$ cat src/rtl/bankread_pkg.sv
package bankread_pkg;
  typedef enum logic [1:0] {
    CMD_DES = 2'd0,
    CMD_ACT = 2'd1,
    CMD_RDA = 2'd2
  } cmd_e;

  typedef struct packed {
    logic       isAct;
    logic       isRd;
    logic [2:0] bank;
    logic       inv;
  } strobe_t;
endpackage

$ cat src/rtl/bankread_ctrl.sv
module bankread_ctrl
  import bankread_pkg::*;
#(
  parameter int TW = 8
) (
  input  logic          clk,
  input  logic          rst,
  input  logic          start,
  input  logic [TW-1:0] nRRD,
  input  logic [TW-1:0] nFAW,
  output strobe_t       strb,
  output logic [4:0]    subLoop,
  output logic          loopDone,
  output logic          cfgErr
);
  localparam int CW = TW + 2;

  logic          run;
  logic [1:0]    quarter;
  logic [2:0]    slot;
  logic [TW-1:0] subCyc;
  logic [TW-1:0] qCyc;
  logic [TW-1:0] rrd;
  logic [TW-1:0] faw;

  logic badCfg;
  logic qEnd;
  logic subEnd;
  logic isPad;

  assign badCfg = (nRRD < TW'(2)) || ({2'b00, nFAW} < CW'({nRRD, 2'b00}));
  assign isPad  = slot[2];
  assign qEnd   = (qCyc == faw - 1'b1);
  assign subEnd = isPad ? qEnd : (subCyc == rrd - 1'b1);

  always_ff @(posedge clk) begin
    if (rst) begin
      run     <= 1'b0;
      cfgErr  <= 1'b0;
      quarter <= '0;
      slot    <= '0;
      subCyc  <= '0;
      qCyc    <= '0;
      rrd     <= '0;
      faw     <= '0;
    end else if (!run) begin
      if (start) begin
        if (badCfg) begin
          cfgErr <= 1'b1;
        end else begin
          cfgErr  <= 1'b0;
          run     <= 1'b1;
          rrd     <= nRRD;
          faw     <= nFAW;
          quarter <= '0;
          slot    <= '0;
          subCyc  <= '0;
          qCyc    <= '0;
        end
      end
    end else begin
      qCyc   <= qEnd ? '0 : qCyc + 1'b1;
      subCyc <= subEnd ? '0 : subCyc + 1'b1;
      if (subEnd) begin
        if (isPad || (slot == 3'd3 && qEnd)) begin
          slot    <= '0;
          quarter <= quarter + 1'b1;
        end else begin
          slot <= slot + 1'b1;
        end
      end
    end
  end

  always_comb begin
    strb.isAct = run && !isPad && (subCyc == '0);
    strb.isRd  = run && !isPad && (subCyc == TW'(1));
    strb.bank  = {quarter[0], isPad ? 2'd3 : slot[1:0]};
    strb.inv   = quarter[1];
  end

  assign subLoop  = {1'b0, quarter, 2'b00} + {3'b000, quarter} + {2'b00, slot};
  assign loopDone = run && (quarter == 2'd3) && qEnd;

  p_err_idle_r9: assert property (@(posedge clk) disable iff (rst)
    cfgErr |-> !run)
    else $error("cfgErr set while running");

  p_done_pulse_r8: assert property (@(posedge clk) disable iff (rst)
    loopDone |=> !loopDone)
    else $error("loopDone longer than one cycle");

  p_done_wrap_r8: assert property (@(posedge clk) disable iff (rst)
    loopDone |=> (quarter == 2'd0 && slot == 3'd0 && subCyc == '0))
    else $error("loop did not restart at slot 0");

  p_slot_bound_r2: assert property (@(posedge clk) disable iff (rst)
    (run && !isPad) |-> (subCyc < rrd))
    else $error("slot counter exceeded spacing");
endmodule

$ cat src/rtl/bankread_dp.sv
module bankread_dp
  import bankread_pkg::*;
#(
  parameter int ADDR_W = 16,
  parameter int PAT_W  = 8
) (
  input  logic              clk,
  input  logic              rst,
  input  strobe_t           strb,
  output logic              csN,
  output logic              rasN,
  output logic              casN,
  output logic              weN,
  output logic [2:0]        ba,
  output logic [ADDR_W-1:0] addr,
  output logic [PAT_W-1:0]  dataPat,
  output logic [1:0]        cmdType
);
  localparam int APBIT = 10;
  localparam int NIBLO = 3;
  localparam logic [PAT_W-1:0] PAT_HI = PAT_W'(8'h33);

  logic hiNib;
  assign hiNib = strb.bank[0] ^ strb.inv;
  assign ba    = strb.bank;

  always_comb begin
    csN     = 1'b1;
    rasN    = 1'b1;
    casN    = 1'b1;
    weN     = 1'b1;
    addr    = '0;
    dataPat = '0;
    cmdType = CMD_DES;
    addr[NIBLO +: 4] = {4{hiNib}};
    if (strb.isAct) begin
      csN     = 1'b0;
      rasN    = 1'b0;
      cmdType = CMD_ACT;
    end else if (strb.isRd) begin
      csN         = 1'b0;
      casN        = 1'b0;
      addr[APBIT] = 1'b1;
      dataPat     = hiNib ? PAT_HI : '0;
      cmdType     = CMD_RDA;
    end
  end

  p_rd_follows_act_r2: assert property (@(posedge clk) disable iff (rst)
    (cmdType == CMD_ACT) |=> (cmdType == CMD_RDA))
    else $error("activate not followed by read");

  p_one_cmd_r3: assert property (@(posedge clk) disable iff (rst)
    $onehot0({strb.isAct, strb.isRd}))
    else $error("activate and read strobes together");
endmodule

$ cat src/rtl/bankread_seq.sv
module bankread_seq
  import bankread_pkg::*;
#(
  parameter int TW     = 8,
  parameter int ADDR_W = 16,
  parameter int PAT_W  = 8
) (
  input  logic              clk,
  input  logic              rst,
  input  logic              start,
  input  logic [TW-1:0]     nRRD,
  input  logic [TW-1:0]     nFAW,
  output logic              csN,
  output logic              rasN,
  output logic              casN,
  output logic              weN,
  output logic              odt,
  output logic              cke,
  output logic              dm,
  output logic [2:0]        ba,
  output logic [ADDR_W-1:0] addr,
  output logic [PAT_W-1:0]  dataPat,
  output logic [1:0]        cmdType,
  output logic [4:0]        subLoop,
  output logic              loopDone,
  output logic              cfgErr
);
  strobe_t strb;

  assign odt = 1'b0;
  assign cke = 1'b1;
  assign dm  = 1'b0;

  bankread_ctrl #(.TW(TW)) u_ctrl (
    .clk(clk), .rst(rst), .start(start), .nRRD(nRRD), .nFAW(nFAW),
    .strb(strb), .subLoop(subLoop), .loopDone(loopDone), .cfgErr(cfgErr)
  );

  bankread_dp #(.ADDR_W(ADDR_W), .PAT_W(PAT_W)) u_dp (
    .clk(clk), .rst(rst), .strb(strb),
    .csN(csN), .rasN(rasN), .casN(casN), .weN(weN),
    .ba(ba), .addr(addr), .dataPat(dataPat), .cmdType(cmdType)
  );
endmodule

$ cat config.mk
export PLATFORM = sky130hd
export DESIGN_NAME = bankread_seq
export DESIGN_NICKNAME = d
export VERILOG_FILES = /design/src/rtl/bankread_pkg.sv /design/src/rtl/bankread_ctrl.sv /design/src/rtl/bankread_dp.sv /design/src/rtl/bankread_seq.sv
export SDC_FILE = /design/constraint.sdc
export NUM_CORES = 1
export LEC_CHECK = 0
export BUFFER_PORTS_ARGS = -buffer_cell sky130_fd_sc_hd__buf_4
export CAP_MARGIN = 30
export CORE_MARGIN = 10
export CORE_UTILIZATION = 37
export CTS_BUF_LIST = sky130_fd_sc_hd__clkbuf_4
export DETAILED_ROUTE_END_ITERATION = 16
export SLEW_MARGIN = 15
export SYNTH_ARGS = -nofsm -noshare
export SYNTH_HDL_FRONTEND = slang
export SYNTH_SLANG_ARGS = --single-unit
export TNS_END_PERCENT = 10
$ cat constraint.sdc
create_clock -name clk -period 6.6 [get_ports clk]
set_clock_uncertainty 0.1 [all_clocks]
set_input_delay 0 -clock clk [delete_from_list [all_inputs] [get_ports clk]]
set_output_delay 0 -clock clk [all_outputs]
set_load 0.03 [all_outputs]
==> results.json <==
{
  "finalSetupTns_ns": 0,
  "insertedDiodeCount": 0,
  "grt_overflow": 0,
  "hold_class": "primary input to flop",
  "dp_hpwl_um": 5100,
  "synth-async-reset-ratio": 0,
  "netlist.top_cell.by_area": "dfxtp_1",
  "outcome": "complete, no violations",
  "wire_per_inst_um": 13.7,
  "criticalPathCategory": "primary input to flop",
  "first_global_vias": 2389,
  "gp_congestion": 0.832,
  "cts-resized-gates": 0,
  "drive_above_1_share": 0.161,
  "ys_warn_count": 0,
  "worstPathRequired_ns": 6.73,
  "nNetsFinal": 433,
  "synth_simple_gate_area_share": 0.207,
  "finalPower_uw": 468,
  "setup.worst_path.start_class": "primary input",
  "synth_top_area_share": 0.275,
  "syn_area_sq_um": 2840,
  "coreArea_sq_um": 7370,
  "ys.flop_type": "dfxtp_1",
  "root_buffer": "clkbuf_4",
  "htreeDepth": 2,
  "setup_violations": 0,
  "n_fill_cell": 753,
  "clock-sinks": 39,
  "grt_pass1_wl_um": 11400,
  "yosys-top-cells-count": "dfxtp_1, buf_4, nor2_1",
  "track_usage": 0.117,
  "multi_input_area_sq_um": 1730,
  "die_w_um": 108,
  "synth_edf_count": 0,
  "layout.cells.non_filler": 496,
  "layout_min_cycle_time_ns": 3.25,
  "power_density_nw_per_um2": 137,
  "drc": 0,
  "firstDrtPassIters": 5,
  "antenna_found_initial": 0,
  "synthTopCellsByArea": "dfxtp_1, buf_4, ha_1",
  "numCtsBuffers": 5,
  "power.leakage_nw": 1.47,
  "regArea_sq_um": 781,
  "drt_iter0_drc": 85,
  "worst_pin_slew_ns": 0.886,
  "synth_top_family_by_area": "simple AND/OR/NAND/NOR gates",
  "syn_area_per_cell_sq_um": 8.34,
  "worstPathArrival_ns": 3.38,
  "slew_headroom": 0.409,
  "synth_seq_cells": 39,
  "wirelength_um": 6800,
  "clk_pin_slew_worst_paths_ns": 0.12,
  "worst_skew_pair.late_latency_ns": 0.34,
  "fin_hold_ws_ns": 0.199,
  "crit_path_end_kind": "flop",
  "period_share": 0.493,
  "maxSlewViolCount": 0,
  "dieArea_sq_um": 11600,
  "synthMostInstantiatedCell": "dfxtp_1",
  "die_y_um": 108,
  "grt_max_degree": 32,
  "place_inst": 457,
  "pin_count": 62,
  "maxCapViolations": 0,
  "synth_fa_ha_area_frac": 0.0818,
  "port_buffers": 42,
  "synth_cell_types": 57,
  "netlist_instances": 341,
  "start_util": 0.386,
  "grt_setup_unrepaired": "no",
  "synth-compound-area-share": 0.161,
  "syn_to_final_growth_pct": 20.4,
  "muxShareOfSynthArea": 0.0528,
  "detail_route.vias_per_cell": 4.92,
  "ys_seq_area_frac": 0.275,
  "fmax_mhz": 308,
  "ant_nets": 0,
  "hold_viol": 0,
  "row_count": 31,
  "dr_total_vias": 2442,
  "synth_xor_area_frac": 0.0796,
  "cts_tree": "done",
  "critPathMaxFanout": 17,
  "ir_worst_vdd_mv": 0.0905,
  "cts_max_path_buffers": 2
}
## sequential cells by signal (all words and copies together) (netlist names)
name,flops
u_ctrl.rrd,8
u_ctrl.faw,8
u_ctrl.run,1
u_ctrl.subCyc,8
u_ctrl.quarter,2
u_ctrl.cfgErr,1
u_ctrl.qCyc,8
u_ctrl.slot,3
## metal layers
| metal | global-route usage | up-vias | share of wire |
|---|---|---|---|
| li1 | - | 1241 | - |
| met1 | 0.130 | 1139 | 0.40 |
| met2 | 0.218 | 56 | 0.55 |
| met3 | 0.0228 | 6 | 0.041 |
| met4 | 0.0344 | 0 | 0.011 |
| met5 | 0 | - | 0 |
## critical path, cell delays in order
cell and delay [ns]:
dlygate4sd3_1 0.55, buf_4 0.15, ha_1 0.28, o21a_1 0.12, o22ai_1 0.07, nor4b_1 0.50, and3_1 0.83, mux2i_1 0.26
nor2_1 0.05, dlygate4sd3_1 0.56
## final timing paths
| kind | from | endpoint | slack [ns] | depth (start not counted) |
|---|---|---|---|---|
| worst max-delay path | nFAW[7] | u_ctrl.faw[0] | 3.35 | 10 |
| worst min-delay path | nRRD[7] | u_ctrl.slot[1] | 0.20 | 5 |
| worst max register to register | u_ctrl.faw[0] | u_ctrl.subCyc[2] | 3.96 | 9 |
| worst min register to register | u_ctrl.rrd[7] | u_ctrl.rrd[7] | 0.40 | 1 |
## stage by stage
| step | setup slack (ns) | cell area (sq um) | util |
|---|---|---|---|
| after floorplan | 3.89 | 2910 | - |
| after global placement | 4.06 | 3060 | 0.415 |
| after detailed placement | 3.97 | 3060 | 0.415 |
| after CTS | 3.35 | 3420 | 0.465 |
| after global routing | 3.08 | 3420 | 0.465 |
| final | 3.35 | 3420 | 0.465 |
## kinds of logic (layout without fill, tap and decap cells)
group | count (synthesis) | after routing
AND/OR/NAND/NOR | 105 | 105
buffers and inverters | 71 | 110
AO/OA/AOI/OAI | 66 | 66
flip-flops | 39 | 39
XOR/XNOR | 25 | 25
adder cells (fa/ha/maj) | 18 | 18
multiplexers | 15 | 15
other | 2 | 19
## power breakdown
part | leakage [nW] | switching [mW] | total [mW] | internal [mW]
registers | 0.315 | 0.00528 | 0.244 | 0.239
clock network | 0.0317 | 0.0801 | 0.125 | 0.0453
logic | 1.12 | 0.0579 | 0.0981 | 0.0402
## what timing repair did
item | in CTS | in global routing
setup buffers | 0 | 0
hold endpoints to repair | 25 | 0
hold buffers | 31 | 0
## cell usage in the layout (no fill, tap or decap), types with 14 or more instances in the layout
master         synthesis  routed
dlygate4sd3_1          0      31
nand2_1               22      22
a21oi_1               14      14
xnor2_1               18      18
ha_1                  17      17
nor2_1                32      32
buf_4                 32      42
conb_1                 2      19
dfxtp_1               39      39
inv_1                 28      28
mux2i_1               15      15
## area by class of cell
cell class	count	area share
Multi-Input combinational cell	248	0.505
Clock buffer	6	0.0132
Clock inverter	2	0.00365
Timing Repair Buffer	73	0.183
Tap cell	99	0.0362
Inverter	29	0.0318
Sequential cell	39	0.228
No activity file was read; power rests on OpenSTA's default activity.
